### config.mk
export PLATFORM = sky130hd
export DESIGN_NAME = lpc_io_target
export DESIGN_NICKNAME = d
export VERILOG_FILES = /design/src/rtl/lpcio_pkg.sv /design/src/rtl/lpcio_window.sv /design/src/rtl/lpcio_wait_timer.sv /design/src/rtl/lpc_io_target.sv
export SDC_FILE = /design/constraint.sdc
export NUM_CORES = 1
export LEC_CHECK = 0
export ABC_CLOCK_PERIOD_IN_PS = 1800
export BUFFER_PORTS_ARGS = -buffer_cell sky130_fd_sc_hd__buf_4
export CORE_MARGIN = 2
export CORE_UTILIZATION = 43
export DETAILED_ROUTE_END_ITERATION = 10
export PLACE_DENSITY = 0.67
export SLEW_MARGIN = 10
export SYNTH_ARGS = -nofsm -noshare
export SYNTH_HDL_FRONTEND = slang
export SYNTH_SLANG_ARGS = --single-unit
### constraint.sdc
create_clock -name clk -period 1.8 [get_ports clk]
set_clock_uncertainty 0.1 [all_clocks]
set_input_delay 0.36 -clock clk [delete_from_list [all_inputs] [get_ports clk]]
set_output_delay 0.36 -clock clk [all_outputs]
set_load 0.005 [all_outputs]
### src/rtl/lpcio_pkg.sv
package lpcio_pkg;

  typedef enum logic [2:0] {
    PH_IDLE, PH_START, PH_ADDR, PH_WDATA, PH_TARIN, PH_SYNC, PH_RDATA, PH_TAROUT
  } phase_t;

  typedef enum logic [1:0] { SY_WAIT, SY_OK, SY_ERR } sync_t;

  localparam logic [3:0] NIB_START   = 4'b0000;
  localparam logic [3:0] NIB_READY   = 4'b0000;
  localparam logic [3:0] NIB_ERROR   = 4'b1010;
  localparam logic [3:0] NIB_IDLE    = 4'b1111;
  localparam logic [3:0] NIB_LWAIT   = 4'b0110;
  localparam logic [3:0] NIB_SWAIT   = 4'b0101;

  function automatic logic ct_io_read(input logic [3:0] nib);
    return nib[3:1] == 3'b000;
  endfunction

  function automatic logic ct_io_write(input logic [3:0] nib);
    return nib[3:1] == 3'b001;
  endfunction

  function automatic logic in_window(input logic [15:0] a,
                                     input logic [15:0] base,
                                     input logic [15:0] mask);
    return ((a ^ base) & mask) == 16'h0000;
  endfunction

endpackage

### src/rtl/lpcio_window.sv
module lpcio_window #(
  parameter logic [15:0] BASE = 16'h0380,
  parameter logic [15:0] MASK = 16'hFFF0
) (
  input  logic [15:0] addr,
  output logic        hit
);
  assign hit = lpcio_pkg::in_window(addr, BASE, MASK);
endmodule

### src/rtl/lpcio_wait_timer.sv
module lpcio_wait_timer #(
  parameter int LIMIT = 8
) (
  input  logic clk,
  input  logic rst_n,
  input  logic run,
  output logic expired
);
  localparam int CW = $clog2(LIMIT + 1);
  logic [CW-1:0] cnt;

  assign expired = run && (cnt == CW'(LIMIT - 1));

  always_ff @(posedge clk or negedge rst_n) begin
    if (!rst_n)        cnt <= '0;
    else if (!run)     cnt <= '0;
    else if (!expired) cnt <= cnt + CW'(1);
  end
endmodule

### src/rtl/lpc_io_target.sv
module lpc_io_target
  import lpcio_pkg::*;
#(
  parameter logic [15:0] WIN_BASE     = 16'h0380,
  parameter logic [15:0] WIN_MASK     = 16'hFFF0,
  parameter int          TIMEOUT_CLKS = 8,
  parameter bit          LONG_WAIT    = 1'b1
) (
  input  logic        clk,
  input  logic        rst_n,
  input  logic        frame_n,
  input  logic [3:0]  bus_in,
  output logic [3:0]  bus_out,
  output logic        bus_oe,
  output logic [15:0] reg_addr,
  output logic        reg_wr,
  output logic [7:0]  reg_wdata,
  output logic        reg_rd,
  input  logic [7:0]  reg_rdata,
  input  logic        reg_ready
);
  localparam int ADDR_NIBS = 16 / 4;
  localparam logic [1:0] LAST_ADDR = 2'(ADDR_NIBS - 1);

  phase_t      st;
  sync_t       sy;
  logic [1:0]  cnt;
  logic        is_wr;
  logic        start_ok;
  logic        first_q;
  logic [15:0] addr_q;
  logic [7:0]  data_q;
  logic [3:0]  wait_nib;

  // Named internal events used by the checker
  logic [15:0] addr_next;
  logic        claim_hit;
  logic        wait_run;
  logic        wait_expired;
  logic        sync_ready;
  logic        sync_err;
  logic        oe_raw;

  generate
    if (LONG_WAIT) begin : g_long
      assign wait_nib = NIB_LWAIT;
    end else begin : g_short
      assign wait_nib = NIB_SWAIT;
    end
  endgenerate

  assign addr_next = {addr_q[11:0], bus_in};

  lpcio_window #(.BASE(WIN_BASE), .MASK(WIN_MASK)) win_i (
    .addr (addr_next),
    .hit  (claim_hit)
  );

  assign wait_run = (st == PH_SYNC) && (sy == SY_WAIT);

  lpcio_wait_timer #(.LIMIT(TIMEOUT_CLKS)) tmr_i (
    .clk     (clk),
    .rst_n   (rst_n),
    .run     (wait_run),
    .expired (wait_expired)
  );

  assign sync_ready = wait_run && reg_ready;
  assign sync_err   = wait_run && !reg_ready && wait_expired;

  always_ff @(posedge clk or negedge rst_n) begin
    if (!rst_n) begin
      st       <= PH_IDLE;
      sy       <= SY_WAIT;
      cnt      <= 2'd0;
      is_wr    <= 1'b0;
      start_ok <= 1'b0;
      first_q  <= 1'b0;
      addr_q   <= 16'h0000;
      data_q   <= 8'h00;
    end else if (!frame_n) begin
      st       <= PH_START;
      start_ok <= (bus_in == NIB_START);
      cnt      <= 2'd0;
      first_q  <= 1'b0;
    end else begin
      case (st)
        PH_IDLE: ;
        PH_START: begin
          cnt <= 2'd0;
          if (start_ok && ct_io_read(bus_in)) begin
            st <= PH_ADDR; is_wr <= 1'b0;
          end else if (start_ok && ct_io_write(bus_in)) begin
            st <= PH_ADDR; is_wr <= 1'b1;
          end else begin
            st <= PH_IDLE;
          end
        end
        PH_ADDR: begin
          addr_q <= addr_next;
          cnt    <= cnt + 2'd1;
          if (cnt == LAST_ADDR) begin
            cnt <= 2'd0;
            if (!claim_hit) st <= PH_IDLE;
            else if (is_wr) st <= PH_WDATA;
            else            st <= PH_TARIN;
          end
        end
        PH_WDATA: begin
          if (cnt == 2'd0) begin
            data_q[3:0] <= bus_in; cnt <= 2'd1;
          end else begin
            data_q[7:4] <= bus_in; cnt <= 2'd0; st <= PH_TARIN;
          end
        end
        PH_TARIN: begin
          if (cnt == 2'd0) cnt <= 2'd1;
          else begin
            cnt <= 2'd0; st <= PH_SYNC; sy <= SY_WAIT; first_q <= 1'b1;
          end
        end
        PH_SYNC: begin
          first_q <= 1'b0;
          case (sy)
            SY_WAIT: begin
              if (sync_ready) begin
                sy <= SY_OK;
                if (!is_wr) data_q <= reg_rdata;
              end else if (sync_err) begin
                sy <= SY_ERR;
              end
            end
            SY_OK:   st <= is_wr ? PH_TAROUT : PH_RDATA;
            default: st <= PH_TAROUT;
          endcase
        end
        PH_RDATA: begin
          if (cnt == 2'd0) cnt <= 2'd1;
          else begin cnt <= 2'd0; st <= PH_TAROUT; end
        end
        PH_TAROUT: begin
          if (cnt == 2'd0) cnt <= 2'd1;
          else begin cnt <= 2'd0; st <= PH_IDLE; end
        end
        default: st <= PH_IDLE;
      endcase
    end
  end

  always_comb begin
    oe_raw  = 1'b0;
    bus_out = NIB_IDLE;
    case (st)
      PH_SYNC: begin
        oe_raw  = 1'b1;
        bus_out = (sy == SY_WAIT) ? wait_nib : (sy == SY_OK) ? NIB_READY : NIB_ERROR;
      end
      PH_RDATA: begin
        oe_raw  = 1'b1;
        bus_out = (cnt == 2'd0) ? data_q[3:0] : data_q[7:4];
      end
      PH_TAROUT: oe_raw = (cnt == 2'd0);
      default: ;
    endcase
  end

  assign bus_oe    = oe_raw && frame_n;
  assign reg_rd    = (st == PH_SYNC) && first_q && !is_wr && frame_n;
  assign reg_wr    = (st == PH_SYNC) && first_q &&  is_wr && frame_n;
  assign reg_addr  = addr_q;
  assign reg_wdata = data_q;

endmodule

---- Yosys cells after proc, flatten, opt, wreduce, memory -nomap -nowiden ----
Index checks and enable logic that the tools add are counted.
storage, ports and cells
  output and inout port bits .............. 31
  input bits .............................. 16
  register bits after elaboration ......... 38
cells by class
  reductions and logical operators ........ 32
  bitwise operators ....................... 1
  eq/ne operators ......................... 28
  muxes and demuxes ....................... 40
  add/subtract/negate cells ............... 2
operator list
  kind                                                                     count
  4-bit 2-to-1 mux                                                         7
  3-bit 2-to-1 mux                                                         8
  8-bit 2-to-1 mux                                                         3
  3-bit inequality test, second input constant                             7
  3-bit one-hot mux with 7 select lines                                    1
  16-bit logical NOT                                                       1
  2-bit 2-to-1 mux                                                         8
  8-bit one-hot mux with 2 select lines                                    1
  1-bit logical AND                                                        13
  3-bit equality test, second input constant                               4
  2-bit inequality test, second input constant                             6
  6-bit AND reduction                                                      2
  8-bit by 1-bit inequality test with 1-bit output, second input constant  1
  4-bit one-hot mux with 2 select lines                                    1
  7-bit AND reduction                                                      1
  3-bit by 1-bit equality test with 1-bit output, second input constant    2
  3-bit by 2-bit equality test with 1-bit output, second input constant    2
  1-bit 2-to-1 mux                                                         6
  2-bit one-hot mux with 3 select lines                                    1
  3-bit one-hot mux with 2 select lines                                    1
  2-bit nonzero test                                                       3
  5-bit AND reduction                                                      1
  4-bit by 1-bit adder with 4-bit output, second input constant            1
  4-bit by 3-bit equality test with 1-bit output, second input constant    1
  other kinds (17)                                                         21

---- Longest topological paths before layout ----
Gate-level depths: netlist of run 1.
  depth in word-level cells ............... 8
  depth in mapped cells ................... 7
  mapped depth without buffers ............ 6

---- By module ----
From an unflattened synthesis of run 1, not the netlist that was laid out.
unflattened totals
  cells, all modules ...................... 195
  area, all modules ....................... 2,118.3 um2
by module, submodules not included
  module            area each (um2)  cells each  times used  seq. area each (um2)
  lpc_io_target     1,874.3          172         1           850.8
  lpcio_wait_timer  206.4            19          1           100.1
  lpcio_window      37.5             4           1           0.0

---- Least setup slack after synthesis of run 1 ----
No wires, ideal clock.
  path type ............................... register to register
  start point ............................. register cnt[0]
  end point ............................... register data_q[4] (netlist: reg_wdata[4])
  clock period less this slack ............ 1.805 ns
  library setup time ...................... 0.125 ns
  arrival time ............................ 1.580 ns
  required time ........................... 1.575 ns
  path slack .............................. -0.005 ns
  stages on the path, launching flop included .. 8
  path buffers ............................ 1
  cells stage by stage .................... dfrtp_1 inv_1 ha_1 buf_2 inv_1 nand2_1 a21oi_1 mux2_2
on the way
  word-level cells in the longest chain between the ends .. 3
RTL lines
  element                          line                  RTL
  start: declaration               lpc_io_target.sv:27   logic [1:0] cnt;
  start signal: assignment         lpc_io_target.sv:101  cnt <= cnt + 2'd1;
  2-bit logical NOT                lpc_io_target.sv:110  if (cnt == 2'd0) begin
  2-bit inequality test (no line)  --
  6-bit AND reduction (no line)    --
  end signal: assignment           lpc_io_target.sv:128  if (!is_wr) data_q <= reg_rdata;
  end: declaration                 lpc_io_target.sv:32   logic [7:0] data_q;
No other way between the ends.
A chain may end at the register's enable or synchronous reset.

---- Worst setup path in the final report of run 1 ----
  start point ............................. register st[1]
  end point ............................... output bus_out[1]
on the way
  word-level cells in the longest chain between the ends .. 2
RTL lines
  element                                    line                  RTL
  start: declaration                         lpc_io_target.sv:25   phase_t st;
  start signal: assignment                   lpc_io_target.sv:133  SY_OK: st <= is_wr ? PH_TAROUT : PH_RDATA;
  3-bit equality test                        lpc_io_target.sv:153  case (st)
  4-bit one-hot mux with 2 select lines (*)  lpc_io_target.sv:153
  end: declaration                           lpc_io_target.sv:13   output logic [3:0] bus_out,
Every way passes the cells marked *; elsewhere a longest branch is shown, timed or not.

==> results.toml, run 1 <==
[run_status]
status = "finished, violations left"
violations = "negative setup slack"

[placed_design]
gp_congestion = 0.841
dp_cells = 291
dp_hpwl_mm = 3.43
port_buffers = 46

[finish]
fin_cells = 311
drive_gt1_frac = 0.490
antenna_cells = 0
nets = 278
areaGrowthSynthToFinish_pct = 46.8

[global_route]
grt-ovfl-total = 0
grt_use_total = 0.196
antenna_found_initial = 0
grt_pass1_vias = 1591
grt_max_degree = 39
grt_pass1_wl_mm = 7.90

[setup_path]
rr_startpoint = "st[0]"
ff2ff_setup_slack_ps = 0
r2r-end = "reg_wdata[5]"
critPathLaunchType = "register"
crit_start = "st[1]"
worst-endpoint-arrival_ps = 1490
end_kind = "primary output"
critical_path_class = "register to primary output"
required_ps = 1340
reg2regPathDepth = 5
critPathMaxFanout = 6

[clock_network]
numCtsBuffers = 5
cts_tree = "built"
clockBufferDepth = 2
root_buffer = "clkbuf_8"
clock_sinks = 38
htreeDepth = 2
clkLatencyLatePin_ps = 290
clkSlewWorstSetupHoldPaths_ps = 70

[yosys]
synth_flop_cell = "dfrtp_1"
synth-seq-area-share = 0.473
synth_seq_cells = 38
yosys-top-cells-area = "dfrtp_1 (47%), mux2_1 (13%), mux2_2 (5.6%)"
syn-cell-area_mm2 = 0.00201
synth_top_area_cell = "dfrtp_1"
syn_inst = 182
synth_top_area_frac = 0.473
yosysUniqueCellTypes = 47
synth-edff-count = 0
async_reset_ff_frac = 1.00
syn_avg_cell_area_um2 = 11.1
syn_nets = 201
yosys_warnings = 0

[die]
die-height_um = 72.4
chipWidth_um = 72.4
io_pins = 47
initial_utilization = 0.453
rows = 24
dieArea_mm2 = 0.00524
core_mm2 = 0.00444

[sta]
finalHoldViolations = 0
slew_headroom = 0.672
fin_ws_ps = -151
post-route-min-period_ps = 1950
fin_tns_setup_ps = -725
worst_pin_slew_ps = 492
min_period_over_period = 1.08
hold_ws_ps = 228
final_max_slew_viol_count = 0
fmax_ghz = 0.513
rsz0062_at_grt = "true"
finalSetupViolCount = 7

[job]
drv_cap = 0

[detailed_routing]
drc = 0
drtAntennaViolNets = 0
wire_per_inst_um = 16.9
route.vias.total = 1720
drt-total-wl_mm = 5.27
drt_iter0_markers = 173
routed_via_density = 5.53
firstDrtPassIters = 4

[min_path]
min_to = "reg_addr[2]"
holdPathStages = 2
hp-class = "primary input to register"
hold_path_startpoint = "bus_in[2]"

[power]
p_total_mw = 1.86
leakagePower_nw = 1.45
ir_drop_uv = 456
pwr_density_cell_mw_per_mm2 = 630
-- area by class of cell --
class                      count  area, µm²
fill                         352       1490
multi-input combinational    128       1130
sequential                    38        955
timing repair buffer          79        669
clock buffer                   6       82.6
tap                           52       65.1
clock inverter                 1       30.0
inverter                       7       26.3
-- per-layer routing --
layer | track usage | vias up | routed length [µm]
met1 | 0.275 | 840 | 2420
met3 | 0.0431 | 6 | 221
met5 | 0 | - | 0
met2 | 0.306 | 56 | 2580
met4 | 0.0556 | 0 | 50
li1 | - | 818 | -
-- synthesized netlist by cell type, drive strengths merged, types with 2 or more instances --
library cell	n
dfrtp	38
mux2	33
nand2	11
nor2	11
o21ai	10
buf	7
inv	7
nand3	6
nor2b	5
a21oi	4
a21o	3
ha	3
mux2i	3
nand4	3
nor3b	3
o211ai	3
a211oi	2
a41oi	2
and2	2
clkbuf	2
nor3	2
nor4	2
or4	2
-- stage by stage --
step / worst slack, ps / utilization / area, µm²
final: -151 / 0.665 / 2950
after global placement: 45.1 / 0.576 / 2560
after detailed placement: 17.9 / 0.576 / 2560
after global routing: -240 / 0.665 / 2950
after CTS: -138 / 0.623 / 2770
after floorplan: 37.9 / - / 2020
-- flip-flops by register name, summed over array words and instances, names as in the netlist --
register,count
reg_addr,16
reg_wdata,8
tmr_i.cnt,4
st,3
cnt,2
sy,2
first_q,1
is_wr,1
start_ok,1
-- repair_timing --
item                                    CTS  global route
pin swaps                                 2             8
endpoints found under the setup margin    8            31
hold buffers                              1             0
endpoints found under the hold margin    38             0
resized for setup                        13            32
setup buffers                             6             5
gates cloned                              0             1
-- worst max-delay path by stage --
stage | end | cells after the start
6_report | bus_out[1] | 5
5_1_grt | bus_out[1] | 5
4_1_cts | bus_out[3] | 6
3_5_place_dp | st[0] | 6
3_3_place_gp | reg_wdata[0] | 4
2_1_floorplan | st[2] | 7
-- cells by family after synthesis --
logic type,after synthesis,synth area share
mux,36,0.200
fa+ha+maj,3,0.0187
flops,38,0.473
xor+xnor,2,0.00871
buf+inv,16,0.0398
compound gates,34,0.119
simple gates,53,0.142
-- layout by cell type, fill, tap and decap left out, types with 4 or more instances in the layout --
master	n
nand2_1	10
buf_4	70
mux2_4	11
clkbuf_8	6
o21ai_0	7
dfrtp_1	35
nand3_1	4
inv_2	4
nor2_1	8
mux2_2	6
mux2_1	16
-- power by group --
group | internal (mW) | switching, mW
Sequential | 0.875 | 0.0264
Clock | 0.444 | 0.303
Combinational | 0.109 | 0.103
Total | 1.43 | 0.433
-- worst max-delay path, stage by stage, from the launching register on --
cell and delay (ps):
dfrtp_2 460, and2b_1 250, nand2_1 100, a21o_1 180, o211ai_1 90, buf_4 130
Power figures use the tool's default switching activity.
==> run 2: changes to the inputs <==
--- a/config.mk
+++ b/config.mk
@@ -15,3 +15,4 @@
 export SYNTH_ARGS = -nofsm -noshare
 export SYNTH_HDL_FRONTEND = slang
 export SYNTH_SLANG_ARGS = --single-unit
+export TNS_END_PERCENT = 10
==> results.toml, run 2 (synthesized netlist as in run 1, its figures left out) <==
[sta]
finalSetupViolCount = 7
final_max_slew_viol_count = 0
slew_headroom = 0.675
fin_ws_ps = -174
min_period_over_period = 1.10
finalHoldViolations = 0
post-route-min-period_ps = 1970
fmax_ghz = 0.507
worst_pin_slew_ps = 488
fin_tns_setup_ps = -1000
rsz0062_at_grt = "true"

[die]
dieArea_mm2 = 0.00524
die-height_um = 72.4
initial_utilization = 0.453
core_mm2 = 0.00444
rows = 24
chipWidth_um = 72.4
io_pins = 47

[global_route]
grt-ovfl-total = 0
grt_pass1_wl_mm = 7.62
grt_use_total = 0.188
grt_max_degree = 39
antenna_found_initial = 0
grt_pass1_vias = 1560

[detailed_routing]
drc = 0
route.vias.total = 1649
drt_iter0_markers = 182
drt-total-wl_mm = 4.80
routed_via_density = 5.50
firstDrtPassIters = 4
wire_per_inst_um = 16.0
drtAntennaViolNets = 0

[run_status]
violations = "negative setup slack"
status = "finished, violations left"

[clock_network]
cts_tree = "built"
clkSlewWorstSetupHoldPaths_ps = 70
clockBufferDepth = 2
root_buffer = "clkbuf_8"
clkLatencyLatePin_ps = 290
htreeDepth = 2
clock_sinks = 38
numCtsBuffers = 5

[setup_path]
crit_family = "flip-flops"
cp_cell_sequence = "inv_2, nand3_1, a211oi_2, nor2_1, buf_4"
end_kind = "primary output"
crit_start = "st[0]"
required_ps = 1340
critPathLaunchType = "register"
rr_startpoint = "cnt[1]"
critPathSlowestCell = "dfrtp_1"
slowest_delay_ps = 460
worst-endpoint-arrival_ps = 1510
critical_path_class = "register to primary output"
critPathMaxFanout = 6
cp.buffers_inverters = 2

[finish]
nets = 267
layout_common_cells = "buf_4 (64), dfrtp_1 (36), mux2_1 (23)"
largest_register_ffs = 16
final_common_cell = "buf_4"
drive_gt1_frac = 0.399
areaGrowthSynthToFinish_pct = 35.6
nFillCells = 376
antenna_cells = 0

[power]
ir_drop_uv = 396
pwr_density_cell_mw_per_mm2 = 672
p_total_mw = 1.83
leakagePower_nw = 1.36

[placed_design]
gp_congestion = 0.841
port_buffers = 46
post-place-ws_ps = 17.9
dp_hpwl_mm = 3.43

[min_path]
hp-class = "primary input to register"
hold_path_startpoint = "bus_in[0]"

[job]
drv_cap = 0
==> run 2: changes by cell type in the layout (fill, tap and decap cells not counted), sizes merged <==
cell	change
clkbuf	-1
buf	-10
==> run 2: routing by layer <==
layer | routed length, µm | up-vias | GRT usage
met1 | 2270 | 797 | 0.266
met2 | 2250 | 49 | 0.291
met3 | 202 | 8 | 0.0431
met5 | 0 | - | 0
li1 | - | 795 | -
met4 | 75 | 0 | 0.0556
==> run 2: worst register-to-register path, cell delays in order (launching register included) <==
cell	delay, ps
dfrtp_1	410
inv_2	80
ha_4	150
buf_4	120
inv_2	50
a221o_1	370
nor3b_1	240
a41oi_1	100
==> run 2: worst paths after layout <==
check | endpoint | slack (ps) | cells past startpoint
worst max-delay path | bus_out[0] | -170 | 5
worst min-delay path | reg_addr[0] | 220 | 2
worst max register to register | st[0] | 30 | 7
worst min register to register | start_ok | 370 | 2
max in group asynchronous | st[2] | 760 | 2
min in group asynchronous | tmr_i.cnt[2] | 480 | 2
==> run 2: final cells by class <==
type	count	area, µm²	area share
inverter	7	26.3	0.00963
clock buffer	6	82.6	0.0303
tap	52	65.1	0.0238
multi-input combinational	128	1020	0.374
timing repair buffer	68	551	0.202
clock inverter	1	30.0	0.0110
sequential	38	953	0.349
==> run 2: repair_timing <==
action                                  4_1_cts  5_1_grt
gates resized for setup                       9        6
buffers inserted                              0        1
pin swaps                                     0        2
hold buffers                                  1        0
gates cloned                                  0        0
endpoints found under the setup margin        8       24
hold endpoints to repair                     38        0
==> run 2: report_power, final <==
part           internal (mW)  leakage (nW)  switching [mW]
logic                 0.0970         0.786          0.0942
clock network          0.444        0.0573           0.302
registers              0.875         0.517          0.0219
total                   1.42          1.36           0.419
==> run 2: per-stage QoR <==
stage / cells / instance area, µm² / hold WS, ps / utilization
3_5_place_dp: 291 / 2560 / 262 / 0.576
2_1_floorplan: 182 / 2020 / -35.6 / -
3_3_place_gp: 291 / 2560 / 260 / 0.576
6_report: 300 / 2730 / 217 / 0.614
5_1_grt: 300 / 2730 / 209 / 0.614
4_1_cts: 299 / 2710 / 212 / 0.610
